### src/rtl/crTargetPkg.sv
package crTargetPkg;

  // One-cycle action pulses from the control FSM to the datapath
  typedef struct packed {
    logic loadAddr;
    logic loadData;
    logic commit;
    logic readOut;
  } crAction_t;

  typedef enum logic [1:0] {
    ST_IDLE = 2'd0,
    ST_WAIT = 2'd1,
    ST_ACK  = 2'd2
  } crState_t;

endpackage

### src/rtl/crTargetCtrl.sv
module crTargetCtrl
  import crTargetPkg::*;
#(
  parameter int ACK_LAT = 2,
  parameter bit NO_ACK  = 1'b0
) (
  input  logic      clk,
  input  logic      rstN,
  input  logic      capAddr,
  input  logic      capData,
  input  logic      wrStrobe,
  input  logic      rdStrobe,
  output crAction_t act,
  output logic      ack
);

  localparam int CNT_W = (ACK_LAT < 2) ? 1 : $clog2(ACK_LAT);
  localparam logic [CNT_W-1:0] CNT_LAST = CNT_W'(ACK_LAT - 1);

  logic [3:0] strobeNow;
  logic [3:0] strobePrev;
  logic [3:0] strobeRise;
  logic       anyHigh;
  crState_t   state, nextState;
  logic [CNT_W-1:0] latCnt;

  assign strobeNow  = {capAddr, capData, wrStrobe, rdStrobe};
  assign strobeRise = strobeNow & ~strobePrev;
  assign anyHigh    = |strobeNow;

  always_ff @(posedge clk) begin
    if (!rstN) strobePrev <= '0;
    else       strobePrev <= strobeNow;
  end

  // Fixed priority when several strobes rise together: address, data, write, read
  always_comb begin
    act       = '0;
    nextState = state;
    unique case (state)
      ST_IDLE: begin
        if (strobeRise[3])      act.loadAddr = 1'b1;
        else if (strobeRise[2]) act.loadData = 1'b1;
        else if (strobeRise[1]) act.commit   = 1'b1;
        else if (strobeRise[0]) act.readOut  = 1'b1;
        if (|strobeRise) nextState = ST_WAIT;
      end
      ST_WAIT: begin
        if (NO_ACK) begin
          if (!anyHigh) nextState = ST_IDLE;
        end else if (latCnt == CNT_LAST) begin
          nextState = ST_ACK;
        end
      end
      ST_ACK: begin
        if (!anyHigh) nextState = ST_IDLE;
      end
      default: nextState = ST_IDLE;
    endcase
  end

  always_ff @(posedge clk) begin
    if (!rstN) begin
      state  <= ST_IDLE;
      latCnt <= '0;
      ack    <= 1'b0;
    end else begin
      state  <= nextState;
      latCnt <= (state == ST_WAIT && nextState == ST_WAIT) ? latCnt + 1'b1 : '0;
      ack    <= (nextState == ST_ACK);
    end
  end

endmodule

### src/rtl/crTargetDp.sv
module crTargetDp
  import crTargetPkg::*;
#(
  parameter int DATA_W   = 16,
  parameter int NUM_REGS = 8
) (
  input  logic              clk,
  input  logic              rstN,
  input  crAction_t         act,
  input  logic [DATA_W-1:0] dataIn,
  output logic [DATA_W-1:0] dataOut
);

  localparam int IDX_W = (NUM_REGS < 2) ? 1 : $clog2(NUM_REGS);

  logic [DATA_W-1:0] addrReg;
  logic [DATA_W-1:0] pendReg;
  logic [DATA_W-1:0] regFile [NUM_REGS];
  logic [IDX_W-1:0]  regIdx;
  logic              inRange;
  logic [DATA_W-1:0] readVal;

  assign inRange = ({{(32-DATA_W){1'b0}}, addrReg} < 32'(NUM_REGS));
  assign regIdx  = addrReg[IDX_W-1:0];
  assign readVal = inRange ? regFile[regIdx] : '0;

  always_ff @(posedge clk) begin
    if (!rstN) begin
      addrReg <= '0;
      pendReg <= '0;
      dataOut <= '0;
    end else begin
      if (act.loadAddr) addrReg <= dataIn;
      if (act.loadData) pendReg <= dataIn;
      if (act.readOut)  dataOut <= readVal;
    end
  end

  for (genvar g = 0; g < NUM_REGS; g++) begin : gReg
    logic hit;
    assign hit = act.commit && inRange && (regIdx == IDX_W'(g));
    always_ff @(posedge clk) begin
      if (!rstN)    regFile[g] <= '0;
      else if (hit) regFile[g] <= pendReg;
    end
  end

endmodule

### src/rtl/crTarget.sv
module crTarget
  import crTargetPkg::*;
#(
  parameter int DATA_W   = 16,
  parameter int NUM_REGS = 8,
  parameter int ACK_LAT  = 2,
  parameter bit NO_ACK   = 1'b0
) (
  input  logic              clk,
  input  logic              rstN,
  input  logic [DATA_W-1:0] dataIn,
  input  logic              capAddr,
  input  logic              capData,
  input  logic              wrStrobe,
  input  logic              rdStrobe,
  output logic [DATA_W-1:0] dataOut,
  output logic              ack
);

  crAction_t act;

  crTargetCtrl #(.ACK_LAT(ACK_LAT), .NO_ACK(NO_ACK)) uCtrl (
    .clk(clk), .rstN(rstN),
    .capAddr(capAddr), .capData(capData),
    .wrStrobe(wrStrobe), .rdStrobe(rdStrobe),
    .act(act), .ack(ack)
  );

  crTargetDp #(.DATA_W(DATA_W), .NUM_REGS(NUM_REGS)) uDp (
    .clk(clk), .rstN(rstN),
    .act(act), .dataIn(dataIn), .dataOut(dataOut)
  );

endmodule

### config.mk
export PLATFORM = sky130hd
export DESIGN_NAME = crTarget
export DESIGN_NICKNAME = d
export VERILOG_FILES = /design/src/rtl/crTargetPkg.sv /design/src/rtl/crTargetCtrl.sv /design/src/rtl/crTargetDp.sv /design/src/rtl/crTarget.sv
export SDC_FILE = /design/constraint.sdc
export NUM_CORES = 1
export LEC_CHECK = 0
export BUFFER_PORTS_ARGS = -buffer_cell sky130_fd_sc_hd__buf_2
export CORE_AREA = 2 2 159 99
export CTS_CLUSTER_SIZE = 28
export DETAILED_ROUTE_END_ITERATION = 12
export DIE_AREA = 0 0 161 101
export HOLD_SLACK_MARGIN = 0.05
export PLACE_DENSITY = 0.8
export SYNTH_ARGS = -nofsm -noshare
export SYNTH_HDL_FRONTEND = slang
export SYNTH_SLANG_ARGS = --single-unit
### constraint.sdc
create_clock -name clk -period 5.2 [get_ports clk]
set_clock_uncertainty 0.15 [all_clocks]
set_input_delay 0.78 -clock clk [delete_from_list [all_inputs] [get_ports clk]]
set_output_delay 0.78 -clock clk [all_outputs]
set_load 0.05 [all_outputs]
==> results.md <==
* Status: completed
* HP Class: flip-flop to flip-flop
* Clk Latency, worst-skew pair at between 0.4 and 0.5 ns
* Leakage Power at around 3.3 nW
* Pre-CTS WS at approximately 1.5 ns
* Final worst slack at 1.87 ns
* Layout cell share with drive strength beyond 1 at 0.257
* Syn_area_per_cell at between 10 and 15 µm²
* 1st-iter DRT viols at 470
* Slew HR at 0.146
* Area delta synth->final at 12.7%
* Initial core utilization at 0.533
* Top cell type's share of synthesized area at 0.484
* Hold path cells at 2
* Worst Max-Slew Pin Slew at ~1.3 ns
* Ys Warns at 0
* Combinational Power Share at 0.059
* Chip height at just over 100 µm
* Setup TNS at 0 ns
* CP Launch Type: primary input
* Placed Cells incl. Taps at roughly 800
* Post-synthesis sequential area ratio at 0.633
* Top-count cell post-synth: edfxtp_1
* CP cell instances: buf_2 > nor4b_1 > nand4_1 > nor2_1 > a22oi_1 > nor2_1
* Number of clock sinks at approximately 190
* R2r setup slk at around 1.9 ns
* Ports at 39
* Reg-to-Reg End: uDp.dataOut[15]
* Vias at 4849
* Worst vdd ir at 0.000245 V
* Vias in the first global route at approximately 4800
* Final WL at around 18 mm
* Power share of the clock group at 0.424
* Largest net degree at the start of global routing at 36
* Sequential cell fraction of total power at 0.517
* Total power after layout at 3.26 mW
* Most used cell, CP: nor2_1
* Unrepaired setup endpoints after global routing: no
* Synth cell count leaders: edfxtp_1 (128), and2_1 (117), nand2_1 (70)
* CTS Root Cell: clkbuf_16
* Maximum fanout along the worst path at 17
* Met2 Use GR at 0.359
* Psw at 0.760 mW
* Final period util at 0.640
* Hold EP: uDp.addrReg[15]
* CTS tree: done
* Crit Path Class: primary input to flip-flop
* DRC errors left at 0
* First-pass GRT wire length at approximately 28 mm
* Vias per cell at slightly below 6
* Final slew viol count at 0
* Cts bufs inserted at 17
* Layout Cells excl Fill at between 800 and 900
* Post-DP Area at 8320 µm²
* Die footprint at between 15000 and 20000 µm²
* Worst r2r src: uCtrl.state[0]
* Core Rows at 35
* FF+latch count, synth at 187
* Final core utilization at 0.601
* Hold Vio Cnt, Final at 0
* Delay-heaviest family, CP: simple AND/OR/NAND/NOR gates
* Achievable frequency at 301 MHz
* DRT Pass-1 Iters at 6
* Setup-failing EPs final at 0
* DRT antenna net count at 0
* Sw Share at 0.233
* GR Overflow Total at 0
* Async S/R FF share, synth at 0
* Area leader, netlist: edfxtp_1
* WL/cell at between 20 and 25 µm
* Crit path DAT at roughly 3.5 ns
* Unique cell type count in the Yosys netlist at 34
* Post-CTS Setup Bufs at 0
* Grt met1 use at 0.340
* Met3 GRT Util at 0.0551
* Slowest Stage Delay on Critical Path at 1.30 ns
* Min Tclk post-route at around 3.3 ns
* Max_cap viols at 0
* CP endpoint kind: flip-flop
* CTS Buffer Depth at 2
* Synthesized area at 7940 µm²
* Cells after Synth at between 500 and 600
* Design area at around 9000 µm²
* Final nets at 640
* Internal power at 2.50 mW
* I/O Buffers at 38
* DP Wirelength at 10.9 mm
* Core area at 14900 µm²
* RD Place Congestion at 0.843
* Die W at between 150 and 200 µm
* Most used DFF post-synth: edfxtp_1
* ANT cells at 0
* Grt peak-use layer: met2
* Slowest cell on crit path: nor2_1
* CTS hold repair buffers at 0
* Synthesized net count at between 600 and 700
* Hold slack at between 0.3 and 0.4 ns
* Number of synthesized flops with an enable pin at roughly 130
* Reg2reg path depth at 5
* Clk slew on worst S/H paths at about 0.070 ns
* Synth top area cells: edfxtp_1 (48%), dfxtp_1 (15%), and2_1 (9.2%)
* Critical hold path startpoint: uDp.addrReg[15]
* Critical Path RT at 5.40 ns
* Buffer and inverter count on the worst path at 1
* H-tree levels at 4
* Initial antenna violation count at 0
* CTS resizes at 0
* Total track usage at 0.235
* PD cells at about 360 nW/µm²
==> worst max-delay path by stage <==
stage / from / to / slack [ns] / depth (start not counted)
6_report: rdStrobe / uDp.dataOut[15] / 1.87 / 6
5_1_grt: uCtrl.state[0] / uDp.dataOut[13] / 1.65 / 5
4_1_cts: uCtrl.state[0] / uDp.dataOut[9] / 1.98 / 5
3_5_place_dp: rdStrobe / uDp.dataOut[9] / 1.54 / 6
3_3_place_gp: rdStrobe / uDp.dataOut[0] / 1.71 / 6
2_1_floorplan: capAddr / uDp.regFile[0][0] / 1.13 / 5
==> worst reg2reg max path, stage by stage (launching register included) <==
cell and delay, ns:
dfxtp_1 0.38, nor4b_1 0.30, nand4_1 0.77, nor2_1 1.30, a22oi_1 0.18, nor2_1 0.17
==> cell usage in the layout (no fill, tap or decap), drive strengths merged, types with 4 or more instances in the layout <==
cell type | synthesis | routed
nor4 | 5 | 5
and2 | 132 | 132
a22oi | 16 | 16
edfxtp | 128 | 128
nand2b | 7 | 7
nor2 | 22 | 22
clkbuf | 24 | 17
mux2 | 15 | 15
dfxtp | 59 | 59
a21oi | 32 | 32
buf | 9 | 49
nor3 | 10 | 10
o31ai | 4 | 4
nand2 | 70 | 70
inv | 2 | 10
mux4 | 32 | 32
==> registers in the layout (all words and copies together), names as in the netlist, named ones only <==
name              cells
uCtrl.state           2
uDp.regFile         128
uDp.addrReg          16
uDp.pendReg          16
uDp.dataOut          16
uCtrl.ack             1
uCtrl.strobePrev      4
uCtrl.latCnt          1
==> cell families (layout without fill, tap and decap cells) <==
group / Yosys count / in the layout / synth area share
AOI/OAI and AO/OA: 58 / 58 / 0.0440
muxes: 47 / 47 / 0.112
DFF: 187 / 187 / 0.633
buffers and inverters: 36 / 84 / 0.0235
and+or+nand+nor: 255 / 255 / 0.188
==> power by group through the flow <==
stage          Combinational [mW]  Clock [mW]  Sequential, mW
2_1_floorplan               0.137           0            1.70
3_3_place_gp                0.187           0            1.71
3_5_place_dp                0.193           0            1.72
4_1_cts                     0.194        1.39            1.68
5_1_grt                     0.209        1.45            1.69
6_report                    0.193        1.38            1.68
==> area by class of cell <==
class                      instances  area (µm²)
timing repair buffer              49         273
tap                              203         254
clock buffer                      17         425
inverter                           3        11.3
fill                            1136        5940
multi-input combinational        360        2760
sequential                       187        5030
clock inverter                    15         203
==> metal layers <==
layer	part of all wire	up-vias
met5	0	-
li1	-	2165
met4	0.013	0
met1	0.43	2439
met2	0.46	222
met3	0.10	23
(Power assumes the default switching activity.)
